## src/rtl/ratio_cmp_pkg.sv

```systemverilog
package ratio_cmp_pkg;

  // Per-stage load strobes issued by the control to the datapath.
  typedef struct packed {
    logic ldPre;   // capture pre-adder result and operand copies
    logic ldMul;   // capture product
    logic ldCmp;   // capture compare result
  } stageStrobe_t;

  localparam int PIPE_DEPTH = 3;

endpackage

```

## src/rtl/ratio_cmp_ctrl.sv

```systemverilog
module ratio_cmp_ctrl
  import ratio_cmp_pkg::*;
(
  input  logic         clk,
  input  logic         rstN,
  input  logic         inValid,
  output stageStrobe_t strobes,
  output logic         outValid
);

  logic [PIPE_DEPTH-1:0] validPipe;

  always_ff @(posedge clk or negedge rstN) begin
    if (!rstN) begin
      validPipe <= '0;
    end else begin
      validPipe <= {validPipe[PIPE_DEPTH-2:0], inValid};
    end
  end

  always_comb begin
    strobes.ldPre = inValid;
    strobes.ldMul = validPipe[0];
    strobes.ldCmp = validPipe[1];
  end

  assign outValid = validPipe[PIPE_DEPTH-1];

endmodule

```

## src/rtl/ratio_cmp_datapath.sv

```systemverilog
module ratio_cmp_datapath
  import ratio_cmp_pkg::*;
#(
  parameter int NUM_W   = 32,
  parameter int DEN_W   = 24,
  parameter int THR_W   = 18,
  parameter int ACC_W   = 48,
  parameter bit PRE_ADD = 1'b1
) (
  input  logic             clk,
  input  logic             rstN,
  input  stageStrobe_t     strobes,
  input  logic [NUM_W-1:0] numSum,
  input  logic [DEN_W-1:0] denA,
  input  logic [DEN_W-1:0] denB,
  input  logic             preAddSel,
  input  logic [THR_W-1:0] threshold,
  output logic             passFlag
);

  localparam int MULA_W = DEN_W + 1;        // pre-adder keeps its carry
  localparam int PROD_W = MULA_W + THR_W;   // full product width

  // Stage 1: pre-adder
  logic [MULA_W-1:0] preSumNext;
  logic [MULA_W-1:0] preSumQ;
  logic [THR_W-1:0]  thrQ;
  logic [NUM_W-1:0]  numQ1;

  generate
    if (PRE_ADD) begin : g_preAdd
      always_comb begin
        if (preAddSel) preSumNext = MULA_W'(denA) + MULA_W'(denB);
        else           preSumNext = MULA_W'(denA);
      end
    end else begin : g_noPreAdd
      logic unusedSel;
      logic [DEN_W-1:0] unusedB;
      assign unusedSel  = preAddSel;
      assign unusedB    = denB;
      assign preSumNext = MULA_W'(denA);
    end
  endgenerate

  always_ff @(posedge clk or negedge rstN) begin
    if (!rstN) begin
      preSumQ <= '0;
      thrQ    <= '0;
      numQ1   <= '0;
    end else if (strobes.ldPre) begin
      preSumQ <= preSumNext;
      thrQ    <= threshold;
      numQ1   <= numSum;
    end
  end

  // Stage 2: multiplier
  logic [PROD_W-1:0] prodNext;
  logic [PROD_W-1:0] prodQ;
  logic [NUM_W-1:0]  numQ2;

  assign prodNext = PROD_W'(preSumQ) * PROD_W'(thrQ);

  always_ff @(posedge clk or negedge rstN) begin
    if (!rstN) begin
      prodQ <= '0;
      numQ2 <= '0;
    end else if (strobes.ldMul) begin
      prodQ <= prodNext;
      numQ2 <= numQ1;
    end
  end

  // Stage 3: 48-bit strict compare
  logic [ACC_W-1:0] accProd;
  logic [ACC_W-1:0] accNum;
  logic             ltNext;

  assign accProd = ACC_W'(prodQ);
  assign accNum  = ACC_W'(numQ2);
  assign ltNext  = accProd < accNum;

  always_ff @(posedge clk or negedge rstN) begin
    if (!rstN) begin
      passFlag <= 1'b0;
    end else if (strobes.ldCmp) begin
      passFlag <= ltNext;
    end
  end

endmodule

```

## src/rtl/ratio_thresh_cmp.sv

```systemverilog
module ratio_thresh_cmp
  import ratio_cmp_pkg::*;
#(
  parameter int NUM_W   = 32,
  parameter int DEN_W   = 24,
  parameter int THR_W   = 18,
  parameter int ACC_W   = 48,
  parameter bit PRE_ADD = 1'b1
) (
  input  logic             clk,
  input  logic             rstN,
  input  logic             inValid,
  input  logic [NUM_W-1:0] numSum,
  input  logic [DEN_W-1:0] denA,
  input  logic [DEN_W-1:0] denB,
  input  logic             preAddSel,
  input  logic [THR_W-1:0] threshold,
  output logic             outValid,
  output logic             passFlag
);

  stageStrobe_t strobes;

  ratio_cmp_ctrl ctrl_i (
    .clk      (clk),
    .rstN     (rstN),
    .inValid  (inValid),
    .strobes  (strobes),
    .outValid (outValid)
  );

  ratio_cmp_datapath #(
    .NUM_W   (NUM_W),
    .DEN_W   (DEN_W),
    .THR_W   (THR_W),
    .ACC_W   (ACC_W),
    .PRE_ADD (PRE_ADD)
  ) dp_i (
    .clk       (clk),
    .rstN      (rstN),
    .strobes   (strobes),
    .numSum    (numSum),
    .denA      (denA),
    .denB      (denB),
    .preAddSel (preAddSel),
    .threshold (threshold),
    .passFlag  (passFlag)
  );

endmodule

```

## config.mk

```make
export PLATFORM = sky130hd
export DESIGN_NAME = ratio_thresh_cmp
export DESIGN_NICKNAME = d
export VERILOG_FILES = /design/src/rtl/ratio_cmp_pkg.sv /design/src/rtl/ratio_cmp_ctrl.sv /design/src/rtl/ratio_cmp_datapath.sv /design/src/rtl/ratio_thresh_cmp.sv
export SDC_FILE = /design/constraint.sdc
export NUM_CORES = 1
export LEC_CHECK = 0
export ABC_AREA = 1
export BUFFER_PORTS_ARGS = -buffer_cell sky130_fd_sc_hd__buf_2
export CAP_MARGIN = 40
export CORE_ASPECT_RATIO = 1.2
export CORE_MARGIN = 4
export CORE_UTILIZATION = 65
export DETAILED_ROUTE_END_ITERATION = 7
export PLACE_DENSITY = 0.84
export SETUP_SLACK_MARGIN = 0.05
export SLEW_MARGIN = 10
export SYNTH_ARGS = -nofsm -noshare
export SYNTH_HDL_FRONTEND = slang
export SYNTH_SLANG_ARGS = --single-unit
```

## constraint.sdc

```tcl
create_clock -name clk -period 9.2 [get_ports clk]
set_input_delay 0.92 -clock clk [delete_from_list [all_inputs] [get_ports clk]]
set_output_delay 0.92 -clock clk [all_outputs]
set_load 0.005 [all_outputs]
```

==> reports/results.tsv, run 1 <==
metric	value	unit
run status	finished clean	
H-Tree Depth	4	
TritonCTS Buffers	17	
Post-synth ARST share	100	%
clk_skew	0.00780	ns
Synth area leaders	fa_1, nand2_1, dfrtp_1	
Layout Area Growth over Synthesis	7.02	%
root buf cell	clkbuf_16	
Fin Setup TNS	0	ns
row count	76	
PostCTS Resize Cnt	0	
Yosys reg bits	154	
CP Class	reg -> reg	
via count	19900	
clock tree buffer depth	2	
RSZ-0062 raised after global routing	false	
Routed Antenna Nets	0	
CTS sink cnt	154	
total track usage	32.7	%
DRT iter0 DRCs	1548	
Worst Path Required	9.55	ns
cell taking the most area after synthesis	fa_1	
Overflow after GRT	0	
yosys warns	0	
minimum clock period after layout	6.19	ns
first-pass GRT wire length	103	mm
syn_area_per_cell	7.31	sq um
CP arrival	6.54	ns
crit path max fanout	19	
I/O Buffers	103	
Avg Vias per Cell	5.36	
CP peak stage delay	0.97	ns
Post-synth top flop	dfrtp_1	
Post-CTS Setup Bufs	0	
# IOs	104	
Worst-Skew Late Latency	0.46	ns
slowest CP cell	dfrtp_1	
R2R cell count	24	
Die Ht	217	um
Post-synth EDFFs	0	
vias in the first global route	21500	
DRC errors left	0	
post-DR wirelength/cell	16.6	um
Peak Freq	0.162	GHz
Final setup viols	0	
sequential share of the synthesized area	16.4	%
Min-Delay Path Class	in -> async	
layout cells sized above 1	5.89	%
largest net degree at the start of global routing	92	
Rel. slew slack	34.3	%
Core Box Area	35800	sq um
Max Cap Violations	0	
hpwl dp	48.5	mm
Detailed Route WL	61.7	mm
initial antenna violation count	0	
Synth top area share	31.3	%
cell count after synthesis	3222	
final hold violation count	0	
cts-stage hold buffer count	0	
Post-Synthesis Net Count	3865	
die width	182	um
Die ar.	39400	sq um
crit share post-route	67.3	%
CTS tree	done	
First-pass DRT Iterations	7	
max-slew violations	0	
Crit. End Element	register	
diode count	0	
CP cell instances	nand2_1, fa_1, inv_1, fa_1, inv_1, fa_1, inv_1, fa_1, fa_1, inv_1, fa_1, inv_1, ha_1, nand2_1, inv_1, nand2_2, nor2_2, nand4_1, nand3_2, nand2_1, nand2_1, nand2_1, nand3_1, nand2_1	
Mapped Area	23600	sq um
Initial Util	65.7	%
routability cong.	0.914	
CP startpoint kind	register	
Synth cell types	33	
Worst-Margin Slew	0.985	ns
CTS clk-pin slew, worst paths	0.07	ns
final-stage net count	3873	
## stage by stage
stage               utilization, %  hold slack, ns  setup WS (ns)  instances  cell area (sq um)
floorplan                        -           0.352           3.79       3222              23600
global placement              67.5           0.416           3.07       3661              24200
detailed placement            68.6           0.406           3.06       3678              24600
CTS                           70.3           0.432           3.04       3710              25200
global route                  70.4           0.260           2.75       3711              25200
finish                        70.4           0.274           3.01       3711              25200
## path summary, 6_finish.rpt
check,to,start,slack (ns)
max,dp_i.prodQ[40],dp_i.preSumQ[7],3.01
min,dp_i.numQ1[5],rstN,0.27
max reg2reg,dp_i.prodQ[40],dp_i.preSumQ[7],3.01
min reg2reg,ctrl_i.validPipe[2],ctrl_i.validPipe[1],0.43
max in group asynchronous,dp_i.prodQ[20],rstN,7.48
min in group clk,ctrl_i.validPipe[2],ctrl_i.validPipe[1],0.43
## cells by family (layout without fill, tap and decap cells)
family,count (synthesis),after routing,synth area share (%)
AO/OA/AOI/OAI,185,185,4.08
XOR/XNOR,32,32,1.19
adder cells (fa/ha/maj),541,541,40.5
buffers and inverters,952,973,15.2
flip-flops,154,154,16.4
AND/OR/NAND/NOR,1358,1358,22.7
## worst max-delay path, delay by kind of cell, from the launching register on
family,cells,cell delay (ns)
adders and majority gates,7,3.40
and+or+nand+nor,11,1.30
DFF,1,0.97
buffers and inverters,6,0.37
## cells in the final DEF, fill, tap and decap left out, types with 2 or more instances in the layout
cell        instances
nand2_1          1097
inv_1             809
fa_1              369
ha_1              172
dfrtp_1           153
nor2_1            135
buf_2             102
o21ai_0            82
a21oi_1            78
nand3_1            73
xnor2_1            22
clkbuf_16          17
nand2_2            13
o21ai_1            11
xor2_1             10
nand4_1            10
nor3_1              9
buf_16              9
buf_4               9
nand3_2             8
buf_8               7
o21bai_1            5
clkinvlp_4          4
nor2_2              3
a21o_1              3
nand3b_1            3
inv_6               3
bufinv_16           3
inv_2               2
nor2_4              2
and2_1              2
nor4_1              2
o211ai_1            2
clkbuf_8            2
clkbuf_1            2
buf_12              2
## registers in the layout (all words and copies together), names as in the netlist
signal / count
dp_i.prodQ: 43
dp_i.numQ1: 32
dp_i.numQ2: 32
dp_i.preSumQ: 25
dp_i.thrQ: 18
ctrl_i.validPipe: 3
dp_i.passFlag: 1
## final cells by class
type | count | area [sq um]
clock buffers | 21 | 460
clock inverters | 11 | 158
fillers | 2889 | 10600
inverters | 811 | 3040
multi-input cells | 2116 | 16100
flip-flops and latches | 154 | 3850
well taps | 468 | 586
repair buffers | 130 | 982
## synth_stat cells, types with 5 or more instances
cell type     n
a21oi_1      78
buf_1        16
clkbuf_1    122
dfrtp_1     154
fa_1        369
ha_1        172
inv_1       809
nand2_1    1097
nand2_2      13
nand3_1      73
nand3_2       8
nand4_1      10
nor2_1      135
nor3_1        9
o21ai_0      82
o21ai_1      11
o21bai_1      5
xnor2_1      22
xor2_1       10
## routing by layer
metal	global-route usage (%)	wire length (um)
met1	40.1	23200
met4	14.2	3020
met3	7.50	5680
met2	55.6	29800
met5	0	0
Power of run 1 is not shown: default switching activity piles up to over one toggle a cycle in this logic, so the estimate is an artifact.
==> run 2, diff against run 1 <==
--- a/config.mk
+++ b/config.mk
@@ -5,14 +5,14 @@
 export SDC_FILE = /design/constraint.sdc
 export NUM_CORES = 1
 export LEC_CHECK = 0
-export ABC_AREA = 1
+export ABC_AREA = 0
 export BUFFER_PORTS_ARGS = -buffer_cell sky130_fd_sc_hd__buf_2
 export CAP_MARGIN = 40
 export CORE_ASPECT_RATIO = 1.2
 export CORE_MARGIN = 4
-export CORE_UTILIZATION = 65
+export CORE_UTILIZATION = 58
 export DETAILED_ROUTE_END_ITERATION = 7
-export PLACE_DENSITY = 0.84
+export PLACE_DENSITY = 0.79
 export SETUP_SLACK_MARGIN = 0.05
 export SLEW_MARGIN = 10
 export SYNTH_ARGS = -nofsm -noshare
==> constraint.sdc (replaced) <==
create_clock -name clk -period 5.6 [get_ports clk]
set_input_delay 0.56 -clock clk [delete_from_list [all_inputs] [get_ports clk]]
set_output_delay 0.56 -clock clk [all_outputs]
set_load 0.005 [all_outputs]
==> run 2 against run 1 <==
  * Critical path type unchanged
  * The flow now finishes with violations (negative setup slack)
  * Utilization rose by 0.78 points
  * Largest cell class unchanged
  * Final area rose by 6.5%
  * Sequential cell count unchanged
==> reports/results.tsv, run 2 <==
metric	value	unit
run status	complete, but fails checks	
failing checks	negative setup slack	
commonest non-fill, non-tap cell in the layout	inv_1	
Min-Delay Path Class	in -> async	
Worst Path Required	5.94	ns
H-Tree Depth	4	
Yosys reg bits	154	
First-pass DRT Iterations	7	
cell count after synthesis	2397	
first-pass GRT wire length	95.2	mm
Rel. slew slack	43.6	%
Worst-Margin Slew	0.846	ns
Post-synth top flop	dfrtp_1	
Post-synth ARST share	100	%
Initial Util	58.5	%
Cell Count, Final, Fillers Out	3168	
CP Class	reg -> reg	
minimum clock period after layout	6.50	ns
sequential share of the synthesized area	17.4	%
yosys warns	0	
Avg Vias per Cell	5.81	
hpwl dp	44.3	mm
I/O Buffers	103	
largest net degree at the start of global routing	85	
initial antenna violation count	0	
vias in the first global route	19400	
CP startpoint kind	register	
Synth top area share	33.4	%
Placed Cells incl. Taps	3073	
RSZ-0062 raised after global routing	true	
Overflow after GRT	0	
Post-synth EDFFs	0	
Final Core Density	71.1	%
Die ar.	41300	sq um
CTS sink cnt	154	
Final setup viols	26	
layout cells sized above 1	26.4	%
Largest regs	dp_i.prodQ: 43 flops, dp_i.numQ1: 32 flops, dp_i.numQ2: 32 flops	
row count	78	
total track usage	28.4	%
CTS clk-pin slew, worst paths	0.09	ns
Max Cap Violations	0	
Crit. End Element	register	
syn_area_per_cell	9.22	sq um
# IOs	104	
clock tree buffer depth	2	
most numerous cell in the Yosys netlist	inv_1	
CTS tree	done	
clk_skew	0.0194	ns
routability cong.	0.943	
Synth cell types	50	
DRC errors left	0	
fin worst setup slack	-0.903	ns
max-slew violations	0	
Core Box Area	37800	sq um
Most flops, register	dp_i.prodQ	
final-stage net count	3318	
diode count	0	
root buf cell	clkbuf_16	
die width	186	um
Peak Freq	0.154	GHz
Die Ht	222	um
Detailed Route WL	62.8	mm
most frequent cells in the layout	inv_1, fa_1, nand2_1	
CP arrival	6.84	ns
cell taking the most area after synthesis	fa_1	
Mapped Area	22100	sq um
final hold violation count	0	
post-DR wirelength/cell	19.8	um
worst slack, placed	-0.797	ns
Synth area leaders	fa_1, dfrtp_1, ha_1	
Worst-Skew Late Latency	0.46	ns
via count	18400	
Fin Setup TNS	-14.63	ns
top cells by instance count after synthesis	inv_1, fa_1, nand2_1	
Post-Synthesis Net Count	3040	
crit share post-route	116	%
crit path max fanout	6	
DRT iter0 DRCs	1306	
Routed Antenna Nets	0	
TritonCTS Buffers	17	
Layout Area Growth over Synthesis	21.6	%
Largest register FFs	43	
-- run 2: metal layers --
metal	up-vias	global-route usage (%)	wire (um)
met4	0	9.55	3230
met1	9188	36.5	23000
met2	1020	48.6	31700
met3	280	5.17	4870
met5	-	0	0
li1	7933	-	-
-- run 2: final timing paths --
path                            slack (ns)                 from                   to  cells past startpoint
worst min register to register        0.43  ctrl_i.validPipe[1]  ctrl_i.validPipe[2]                      0
worst min-delay path                  0.08                 rstN       dp_i.prodQ[33]                      2
max in group asynchronous             4.15                 rstN  ctrl_i.validPipe[0]                      3
worst max register to register       -0.90         dp_i.thrQ[3]       dp_i.prodQ[34]                     22
min in group clk                      0.34            numSum[9]        dp_i.numQ1[9]                      2
worst max-delay path                 -0.90         dp_i.thrQ[3]       dp_i.prodQ[34]                     22
-- run 2: worst max-delay path: stages, from the launching register on --
cell,delay (ns)
dfrtp_2,0.49
buf_12,0.16
buf_12,0.11
nand2_1,0.10
fa_1,0.61
fa_1,0.45
fa_1,0.52
inv_1,0.06
fa_1,0.45
fa_1,0.50
inv_1,0.05
fa_1,0.47
inv_1,0.07
ha_4,0.26
nand4_1,0.20
nor3_2,0.09
a221o_1,0.36
a41o_1,0.26
a21o_1,0.21
a221o_2,0.41
buf_4,0.17
xor2_2,0.14
mux2_4,0.25
-- run 2: timing repair --
action / in CTS / in global routing
setup endpoints to repair: 26 / 29
pin swaps: 67 / 123
buffers inserted: 32 / 40
hold buffers: 0 / 0
resized for setup: 175 / 140
-- run 2: cell families after synthesis --
logic type / count (synthesis) / synth area share, %
buffers and inverters: 598 / 10.2
adder cells (fa/ha/maj): 541 / 43.2
AND/OR/NAND/NOR: 664 / 14.1
flip-flops: 154 / 17.4
XOR/XNOR: 53 / 2.10
multiplexers: 100 / 5.02
AO/OA/AOI/OAI: 287 / 7.99
-- run 2: stage by stage --
step / cell area [sq um] / hold slack, ns
2_1_floorplan: 22400 / 0.264
3_3_place_gp: 24500 / 0.432
3_5_place_dp: 24500 / 0.418
4_1_cts: 26000 / 0.219
5_1_grt: 26900 / 0.133
6_report: 26900 / 0.0824
-- run 2: layout make-up --
class                      instances  area (sq um)
multi-input combinational       1645         17000
fill                            2465         10900
sequential                       154          3890
timing repair buffer             379          2970
inverter                         478          1790
tap                              480           601
clock buffer                      17           425
clock inverter                    15           194
Power of run 2 is left out for the same reason.
